`config.mk`:
```
export PLATFORM = sky130hd
export DESIGN_NAME = wavefront_arbiter
export DESIGN_NICKNAME = d
export VERILOG_FILES = /design/src/rtl/wfa_pkg.sv /design/src/rtl/wfa_seq.sv /design/src/rtl/wfa_cell.sv /design/src/rtl/wfa_wave.sv /design/src/rtl/wavefront_arbiter.sv
export SDC_FILE = /design/constraint.sdc
export NUM_CORES = 1
export LEC_CHECK = 0
export ABC_AREA = 1
export ABC_CLOCK_PERIOD_IN_PS = 2050
export BUFFER_PORTS_ARGS = -buffer_cell sky130_fd_sc_hd__buf_2
export CAP_MARGIN = 25
export CORE_AREA = 4 4 152 125
export DETAILED_ROUTE_END_ITERATION = 8
export DIE_AREA = 0 0 156 129
export GPL_ROUTABILITY_DRIVEN = 0
export PLACE_DENSITY = 0.76
export SLEW_MARGIN = 30
export SYNTH_ARGS = -nofsm -noshare
export SYNTH_HDL_FRONTEND = slang
export SYNTH_SLANG_ARGS = --single-unit
```
`constraint.sdc`:
```
create_clock -name clk -period 2.05 [get_ports clk]
set_clock_uncertainty 0.1 [all_clocks]
set_input_delay 0.3075 -clock clk [delete_from_list [all_inputs] [get_ports clk]]
set_output_delay 0.3075 -clock clk [all_outputs]
set_load 0.02 [all_outputs]
```
`src/rtl/wfa_pkg.sv`:
```
// Package wfa_pkg: shared types and helpers for the wavefront arbiter.
// Assumes every index handed to wrap_idx is below twice the modulus.
package wfa_pkg;

    // Phase of the pass sequencer.
    typedef enum logic {
        PH_IDLE  = 1'b0,
        PH_SWEEP = 1'b1
    } phase_t;

    // Single-step modular reduction of an index in [0, 2n).
    function automatic int wrap_idx(input int x, input int n);
        return (x >= n) ? (x - n) : x;
    endfunction

endpackage

```
`src/rtl/wfa_seq.sv`:
```
// Module wfa_seq: steps a pass across the 2N-1 anti-diagonals, one per clock.
// It raises done for one cycle on the last step. When ROTATE is set it moves the
// precedence origin on by one after each pass.
// Assumes start is a level that is sampled only while idle.
module wfa_seq #(
    parameter int N      = 4,
    parameter bit ROTATE = 1'b0,
    parameter int DW     = $clog2(2 * N),
    parameter int IW     = (N > 1) ? $clog2(N) : 1
) (
    input  logic          clk,
    input  logic          rst_n,
    input  logic          start,
    output logic          launch,
    output logic          running,
    output logic [DW-1:0] diag,
    output logic [IW-1:0] origin,
    output logic          done
);
    import wfa_pkg::*;

    localparam logic [DW-1:0] LAST_DIAG  = DW'(2 * N - 2);
    localparam logic [IW-1:0] LAST_ORIGN = IW'(N - 1);

    phase_t phase;
    logic   final_step;

    assign running    = (phase == PH_SWEEP);
    assign launch     = start && (phase == PH_IDLE);
    assign final_step = running && (diag == LAST_DIAG);

    // Phase, diagonal counter and end-of-pass pulse.
    always_ff @(posedge clk) begin
        if (!rst_n) begin
            phase <= PH_IDLE;
            diag  <= '0;
            done  <= 1'b0;
        end else begin
            done <= 1'b0;
            if (launch) begin
                phase <= PH_SWEEP;
                diag  <= '0;
            end else if (final_step) begin
                phase <= PH_IDLE;
                done  <= 1'b1;
            end else if (running) begin
                diag <= diag + 1'b1;
            end
        end
    end

    generate
        if (ROTATE) begin : g_rotate
            // Advance the precedence origin at the end of every pass.
            always_ff @(posedge clk) begin
                if (!rst_n) begin
                    origin <= '0;
                end else if (final_step) begin
                    origin <= (origin == LAST_ORIGN) ? '0 : origin + 1'b1;
                end
            end
        end else begin : g_fixed
            assign origin = '0;
        end
    endgenerate

    // the end-of-pass flag never lasts two cycles.
    assert_done_pulse_R2: assert property (@(posedge clk) disable iff (!rst_n)
        done |=> !done);

    // the last diagonal step always produces done and returns to idle.
    assert_pass_end_R2: assert property (@(posedge clk) disable iff (!rst_n)
        final_step |=> (done && !running));

endmodule

```
`src/rtl/wfa_cell.sv`:
```
// Module wfa_cell: the cell counter of one virtual output queue.
// During a pass it only decrements on a grant, and increments wait in a pending
// counter. While idle, the pending and new increments are merged with saturation.
// Assumes grant is asserted only while running.
module wfa_cell #(
    parameter int CW = 4
) (
    input  logic clk,
    input  logic rst_n,
    input  logic running,
    input  logic inc,
    input  logic grant,
    output logic nonempty
);
    localparam logic [CW-1:0] CMAX = {CW{1'b1}};

    logic [CW-1:0] count;
    logic [CW-1:0] pending;
    logic [CW:0]   merged;

    // Sum of the stored count, the deferred cells and this cycle's request.
    always_comb merged = {1'b0, count} + {1'b0, pending} + (CW + 1)'(inc);

    // Count and pending updates; the pass sees a frozen count apart from grants.
    always_ff @(posedge clk) begin
        if (!rst_n) begin
            count   <= '0;
            pending <= '0;
        end else if (running) begin
            count   <= count - CW'(grant);
            pending <= (pending == CMAX) ? CMAX : pending + CW'(inc);
        end else begin
            count   <= (merged > {1'b0, CMAX}) ? CMAX : merged[CW-1:0];
            pending <= '0;
        end
    end

    assign nonempty = (count != '0);

    // a grant takes exactly one cell from the queue.
    assert_grant_decrement_R6: assert property (@(posedge clk) disable iff (!rst_n)
        (running && grant) |=> (count == $past(count) - 1'b1));

    // during a pass, requests never change the count.
    assert_pass_frozen_R7: assert property (@(posedge clk) disable iff (!rst_n)
        (running && !grant) |=> (count == $past(count)));

    // a full queue stays full while no pass drains it.
    assert_saturate_R8: assert property (@(posedge clk) disable iff (!rst_n)
        (!running && (count == CMAX)) |=> (count == CMAX));

endmodule

```
`src/rtl/wfa_wave.sv`:
```
// Module wfa_wave: the grid logic of the wavefront. One seeking flag per row
// and one free flag per column pass along the current anti-diagonal. A grant
// clears both flags and is recorded in the match matrix.
// Assumes at most one grid position per row and per column lies on a diagonal.
module wfa_wave #(
    parameter int N  = 4,
    parameter int DW = 3,
    parameter int IW = 2
) (
    input  logic           clk,
    input  logic           rst_n,
    input  logic           launch,
    input  logic           running,
    input  logic [DW-1:0]  diag,
    input  logic [IW-1:0]  origin,
    input  logic [N*N-1:0] nonempty,
    output logic [N*N-1:0] grant,
    output logic [N*N-1:0] match
);
    logic [N-1:0] seeking;
    logic [N-1:0] col_free;
    logic [N-1:0] row_take;
    logic [N-1:0] col_take;
    logic [N-1:0] col_grant [N];
    logic [N-1:0] col_match [N];

    generate
        for (genvar i = 0; i < N; i++) begin : g_row
            for (genvar j = 0; j < N; j++) begin : g_col
                logic hit;
                // Grant when this position is on the active diagonal of the rotated grid.
                always_comb begin
                    int ra;
                    int cb;
                    ra  = wfa_pkg::wrap_idx(i + N - int'(origin), N);
                    cb  = wfa_pkg::wrap_idx(j + N - int'(origin), N);
                    hit = running && ((ra + cb) == int'(diag)) && seeking[i]
                          && col_free[j] && nonempty[i*N+j];
                end
                assign grant[i*N+j]   = hit;
                assign col_grant[j][i] = grant[i*N+j];
                assign col_match[j][i] = match[i*N+j];
            end
            assign row_take[i] = |grant[i*N +: N];
            assign col_take[i] = |col_grant[i];

            // at most one winner per ingress row.
            assert_row_single_R4: assert property (@(posedge clk) disable iff (!rst_n)
                $onehot0(match[i*N +: N]));
            // at most one winner per egress column.
            assert_col_single_R4: assert property (@(posedge clk) disable iff (!rst_n)
                $onehot0(col_match[i]));
        end
    endgenerate

    // Row and column flags: set at launch, cleared when the row or column wins.
    always_ff @(posedge clk) begin
        if (!rst_n) begin
            seeking  <= '0;
            col_free <= '0;
        end else if (launch) begin
            seeking  <= '1;
            col_free <= '1;
        end else if (running) begin
            seeking  <= seeking & ~row_take;
            col_free <= col_free & ~col_take;
        end
    end

    // Match matrix: cleared on launch, collects grants, then holds.
    always_ff @(posedge clk) begin
        if (!rst_n) begin
            match <= '0;
        end else if (launch) begin
            match <= '0;
        end else if (running) begin
            match <= match | grant;
        end
    end

endmodule

```
`src/rtl/wavefront_arbiter.sv`:
```
// Module wavefront_arbiter: top of the N x N wavefront permutation arbiter.
// It joins the pass sequencer, the grid logic and one counter per queue.
// Bit i*N_PORTS+j of inc_mask and match stands for ingress i to egress j.
// Assumes inc_mask bits are one-cycle requests, each adding one cell.
module wavefront_arbiter #(
    parameter int N_PORTS = 4,
    parameter int CNT_W   = 4,
    parameter bit ROTATE  = 1'b0
) (
    input  logic                         clk,
    input  logic                         rst_n,
    input  logic                         start,
    input  logic [N_PORTS*N_PORTS-1:0]   inc_mask,
    output logic [N_PORTS*N_PORTS-1:0]   match,
    output logic                         done
);
    localparam int NQ = N_PORTS * N_PORTS;
    localparam int DW = $clog2(2 * N_PORTS);
    localparam int IW = (N_PORTS > 1) ? $clog2(N_PORTS) : 1;

    logic          launch;
    logic          running;
    logic [DW-1:0] diag;
    logic [IW-1:0] origin;
    logic [NQ-1:0] nonempty;
    logic [NQ-1:0] grant;

    wfa_seq #(.N(N_PORTS), .ROTATE(ROTATE), .DW(DW), .IW(IW)) u_seq (
        .clk     (clk),
        .rst_n   (rst_n),
        .start   (start),
        .launch  (launch),
        .running (running),
        .diag    (diag),
        .origin  (origin),
        .done    (done)
    );

    wfa_wave #(.N(N_PORTS), .DW(DW), .IW(IW)) u_wave (
        .clk      (clk),
        .rst_n    (rst_n),
        .launch   (launch),
        .running  (running),
        .diag     (diag),
        .origin   (origin),
        .nonempty (nonempty),
        .grant    (grant),
        .match    (match)
    );

    generate
        for (genvar q = 0; q < NQ; q++) begin : g_queue
            wfa_cell #(.CW(CNT_W)) u_cell (
                .clk      (clk),
                .rst_n    (rst_n),
                .running  (running),
                .inc      (inc_mask[q]),
                .grant    (grant[q]),
                .nonempty (nonempty[q])
            );
        end
    endgenerate

endmodule

```
# After elaboration in Yosys (flattened, before gate mapping)

Cells that the tools add are included.
Widths: inputs -> output; s select.

Output and inout bits: 17
Bits of input ports: 19
Bits in registers: 157
Logic and storage cells: 292

Bitwise logic cells: 8
Eq/ne operators: 23
$add $sub $neg: 65
Order comparisons: 16
Muxes and demuxes: 55
Reductions and logical operators: 87

Operators with widths:

| operator            | count |
|---|---|
| $mux 4              | 52 |
| $add 4x4->5         | 16 |
| $add 5x1->5         | 16 |
| $gt 5x4->1 const B  | 16 |
| $add 4x1->4         | 16 |
| $eq 4x4->1 const B  | 16 |
| $reduce_bool 4->1   | 16 |
| $sub 4x1->4         | 16 |
| $logic_and 1x1->1   | 57 |
| $logic_not 32->1    | 1 |
| $reduce_or 4->1     | 8 |
| $or 16x16->16       | 1 |
| $eq 3x3->1 const A  | 4 |
| $and 4x4->4         | 2 |
| $not 4->4           | 2 |
| $eq 2x3->1 const A  | 2 |
| $reduce_and 2->1    | 2 |
| $reduce_bool 2->1   | 2 |
| $add 3x1->3 const B | 1 |
| $eq 3x3->1 const B  | 1 |
| $mux 1              | 3 |
| $not 1->1           | 3 |
| $reduce_or 2->1     | 1 |

# Logic depth before layout (Yosys ltp)

Depth after elaboration: 10
Depth in mapped cells: 12
Depth with buffers taken out: 12

# Hierarchy

From an unflattened synthesis, not the netlist that was laid out.

Cells, all modules: 1610
Area, all modules: 11554.8 µm²

Modules (own cells, without submodules):

| module                           | area each (µm²) | instances | sequential area each (µm²) | cells an instance |
|---|---|---|---|---|
| wfa_cell (g_queue[0].u_cell ...) | 538.0           | 12        | 160.2                      | 71 |
| wfa_wave                         | 2725.1          | 1         | 480.5                      | 449 |
| wfa_cell (g_queue[6].u_cell ...) | 531.8           | 4         | 160.2                      | 69 |
| wfa_seq                          | 246.5           | 1         | 100.1                      | 33 |

# Least setup slack after synthesis

No wires, ideal clock.

Path type: flip-flop to flip-flop
Start: register u_seq.diag[2]
End: register g_queue[3].u_cell.count[2]
Arrival time: 1.749 ns
Slack: 0.084 ns
Cell stages (with the launch flop): 12
Setup time: 0.117 ns
Period minus slack after synthesis: 1.966 ns
Required time: 1.833 ns
Buffers on the path: 0
Cell sequence: dfxtp_1 -> inv_1 -> ha_1 -> nand2_4 -> inv_1 -> nand4_1 -> inv_1 -> ha_1 -> ha_1 -> xor2_1 -> o21ai_0 -> nor2_1

Cells in the longest elaborated chain, start to end: 7

Ends and longest elaborated chain:

| element                        | line           | text |
|---|---|---|
| start, declared                | wfa_seq.sv:16  | `output logic [DW-1:0] diag,` |
| start signal, assigned         | wfa_seq.sv:47  | `diag <= diag + 1'b1;` |
| $eq 3x3->1                     | wfa_wave.sv:37 | `hit = running && ((ra + cb) == int'(diag)) && seeking[i]` |
| $logic_and 1x1->1 (2 in a row) | wfa_wave.sv:37 |  |
| $logic_and 1x1->1 (2 in a row) | wfa_wave.sv:38 | `&& col_free[j] && nonempty[i*N+j];` |
| $sub 4x1->4                    | wfa_cell.sv:30 | `count <= count - CW'(grant);` |
| $mux 4                         | wfa_cell.sv:29 | `end else if (running) begin` |
| end signal, assigned           | wfa_cell.sv:30 |  |
| end signal, assigned           | wfa_cell.sv:33 | `count <= (merged > {1'b0, CMAX}) ? CMAX : merged[CW-1:0];` |
| end, declared                  | wfa_cell.sv:17 | `logic [CW-1:0] count;` |

Every way passes these cells.
A chain may end at the register's enable or synchronous reset.

# Worst setup path after layout

Start: register u_seq.diag[0]
End: register g_queue[6].u_cell.count[1]

Cells in the longest elaborated chain, start to end: 7

Ends and longest elaborated chain:

| element                        | line |
|---|---|
| $eq 3x3->1                     | wfa_wave.sv:37 |
| $logic_and 1x1->1 (2 in a row) | wfa_wave.sv:37 |
| $logic_and 1x1->1 (2 in a row) | wfa_wave.sv:38 |
| $sub 4x1->4                    | wfa_cell.sv:30 |
| $mux 4                         | wfa_cell.sv:29 |
| end signal, assigned           | wfa_cell.sv:30 |
| end signal, assigned           | wfa_cell.sv:33 |
| end, declared                  | wfa_cell.sv:17 |

Every way passes these cells.

==> results.ini <==
[floorplan]
dieHeight_um=129
ios=36
die_x_um=156
initial_utilization_pct=56.50
dieArea_um2=20120
row_count=43
placeableCoreArea_um2=17270

[sta]
min_period_over_period_pct=96.00
fin_crit_ns=1.968
setup_tns_ns=0
setup_viol=0
finalHoldViolCount=0
fmax_mhz=508.1
slew_headroom_pct=70.83
tightest_slew_ns=0.4369
report.final.slew_viol_count=0
rsz0062_at_grt=true

[yosys]
synth-warning-count=0
syn-cell-area_um2=9758
synth-seq-cells=157
synth_cell_types=34
synthCells=1290
synth_flop_cell=dfxtp_1
ys_seq_area_share_pct=32.21
synth_edf_count=0
syn-num-nets=1458
async_flop_share_pct=0
avgSynthCellArea_um2=7.564

[final_layout]
layout_common_cells=200 x inv_1, 196 x nor2_1, 186 x nand2_1
final_cells=1604
layout_commonest_cell=inv_1
layout-drive-gt1-share_pct=15.74
num-nets-final=1534
fill_cells=1444
multi_input_area_um2=5822
diodes=0
stdcell_area_um2=11170
regArea_um2=3156
syn_to_final_growth_pct=14.44
final_util_pct=64.66

[setup_path]
required_ns=2.32
critPathCaptureType=flop
cp_slowest_cell=dfxtp_4
arrival_ns=2.24
reg2reg_slack_ns=0.08
r2r-end=g_queue[6].u_cell.count[1]
crit-reg2reg-launch=u_seq.diag[0]
crit_path_start_kind=flop
critPathMaxFanout=4
reg2regPathDepth=11
crit_type=flop to flop
critical_path.cell_chain=ha_4, ha_4, nand2_8, nor3_4, nand2_2, inv_2, ha_2, ha_2, a21oi_1, o21ai_1, inv_1
slowest_delay_ns=0.38

[detailed_routing]
viasPerCell=5.166
route.detailed.drc=0
first_iter_violations=477
wl_per_cell_um=13.34
vias=8286
routed_wirelength_um=21390
drt-pass1-iter-count=5
antenna_left=0

[cts]
cts_tree=yes
cts_sinks=157
clock_latency_ns=0.43
clk_path_buf_depth=2
clk_pin_slew_worst_paths_ns=0.06
cts-root-buf=clkbuf_16
cts-htree-levels=4
cts_made_buffers=17

[pwr]
total_power_mw=7.812
ir_drop_v=0.0004617
p_switching_mw=2.242
power_frac_clock_pct=39.6
leakage_nw=5.650
swShare_pct=28.69
power_frac_comb_pct=16.1
p_per_area_nw_per_um2=699.6
p_int_mw=5.571
p_seq_share_pct=44.4

[global_routing]
busiest_layer=met2
grt_use_met3_pct=4.001
use_met2_pct=35.22
grt_max_degree=31
grt_pass1_vias=7768
grt_usage_pct=21.81
grt_use_met1_pct=29.73
antenna_found_initial=0
grt_overflow=0
grt_first_pass_wirelength_um=35810

[worst_hold_path]
hold_start=inc_mask[10]
hold_class=primary input to flop
whs_endpoint=g_queue[10].u_cell.pending[0]
min_path_cells=4

[status]
outcome=complete, no violations

[placement]
place_area_um2=10390
post-dp-hpwl_um=15670
dp.cells=1570
portBuffers=35

[flow_run]
drv_cap=0

-- repair_timing --
action | 4_1_cts | 5_1_grt
pin swaps | 0 | 19
setup buffers | 0 | 2
hold buffers | 0 | 0
setup endpoints to repair | 7 | 58
endpoints found under the hold margin | 0 | 0
gates resized for setup | 5 | 85
-- stage by stage --
stage / setup WS (ns) / hold WS [ns]
final: 0.08202 / 0.1457
after global routing: -0.01248 / 0.1689
after CTS: 0.01073 / 0.1391
after detailed placement: -0.1063 / 0.3536
after global placement: -0.07294 / 0.3437
after floorplan: 0.08393 / 0.3674
-- logic make-up (layout without fill, tap and decap cells) --
kind of cell / Yosys count / in the layout / synth area share [%]
flip-flops: 157 / 157 / 32.21
buffers and inverters: 241 / 330 / 9.988
AO/OA/AOI/OAI: 225 / 225 / 12.32
AND/OR/NAND/NOR: 497 / 497 / 22.03
XOR/XNOR: 21 / 21 / 1.885
adder cells (fa/ha/maj): 149 / 149 / 21.57
-- power groups by stage --
stage,registers [mW],clock network (mW),logic (mW)
3_3_place_gp,3.51,0,1.13
4_1_cts,3.46,3.16,1.19
6_report,3.47,3.09,1.25
5_1_grt,3.49,3.28,1.46
2_1_floorplan,3.46,0,0.873
3_5_place_dp,3.52,0,1.17
-- state kept, by name (all words and copies together) (netlist names) --
signal,cells
g_queue.u_cell.pending,64
u_wave.match,16
u_wave.seeking,4
u_seq.running,1
g_queue.u_cell.count,64
u_seq.diag,3
u_wave.col_free,4
u_seq.done,1
-- worst max-delay path by stage --
stage / endpoint / slack [ns] / start
final: g_queue[6].u_cell.count[1] / 0.08 / u_seq.diag[0]
after global routing: g_queue[14].u_cell.count[1] / -0.01 / g_queue[14].u_cell.count[0]
after CTS: g_queue[14].u_cell.count[2] / 0.01 / u_seq.diag[1]
after detailed placement: g_queue[15].u_cell.count[0] / -0.11 / inc_mask[15]
after global placement: g_queue[12].u_cell.count[1] / -0.07 / inc_mask[12]
after floorplan: g_queue[3].u_cell.count[2] / 0.08 / u_seq.diag[2]
-- area by class of cell --
class	instances	area share, %
timing repair buffer	82	4.728
multi-input combinational	892	52.13
sequential	157	28.26
clock inverter	11	1.064
inverter	216	7.260
clock buffer	21	4.034
tap	225	2.521
-- routing by layer --
metal	vias to the layer above	share of wire (%)
li1	4339	-
met1	3777	49
met2	135	45
met3	35	3.2
met4	0	2.3
met5	-	0
-- critical path, delay by kind of cell, from the launching register on --
kind | cells | cell delay, ns
AOI/OAI and AO/OA | 2 | 0.21
adders and majority gates | 4 | 0.72
buffers and inverters | 2 | 0.11
DFF | 1 | 0.38
and+or+nand+nor | 3 | 0.38
-- cell usage after synthesis (2+ instances only) --
| cell type | count | share of area, % |
|---|---|---|
| nor2_1 | 200 | 7.7 |
| xnor2_1 | 2 | 0.18 |
| buf_1 | 2 | 0.077 |
| buf_2 | 7 | 0.36 |
| a21oi_1 | 94 | 4.8 |
| nand3_1 | 49 | 2.5 |
| nand2_1 | 188 | 7.2 |
| fa_1 | 32 | 6.6 |
| inv_1 | 202 | 7.8 |
| o21ai_2 | 8 | 0.72 |
| or2_2 | 17 | 1.1 |
| nand3_2 | 6 | 0.62 |
| nand4_2 | 2 | 0.26 |
| xor2_1 | 19 | 1.7 |
| dfxtp_1 | 157 | 32 |
| nand4_1 | 17 | 1.1 |
| buf_6 | 5 | 0.58 |
| a31oi_1 | 29 | 1.9 |
| o21ai_1 | 7 | 0.36 |
| ha_1 | 117 | 15 |
| nor3_2 | 3 | 0.31 |
| o21ai_0 | 85 | 4.4 |
| buf_4 | 2 | 0.15 |
| clkbuf_1 | 8 | 0.31 |
| inv_2 | 14 | 0.54 |
| nand3b_1 | 5 | 0.38 |
| nand2_4 | 2 | 0.23 |
| nor2_2 | 5 | 0.32 |
(Power assumes the default switching activity.)
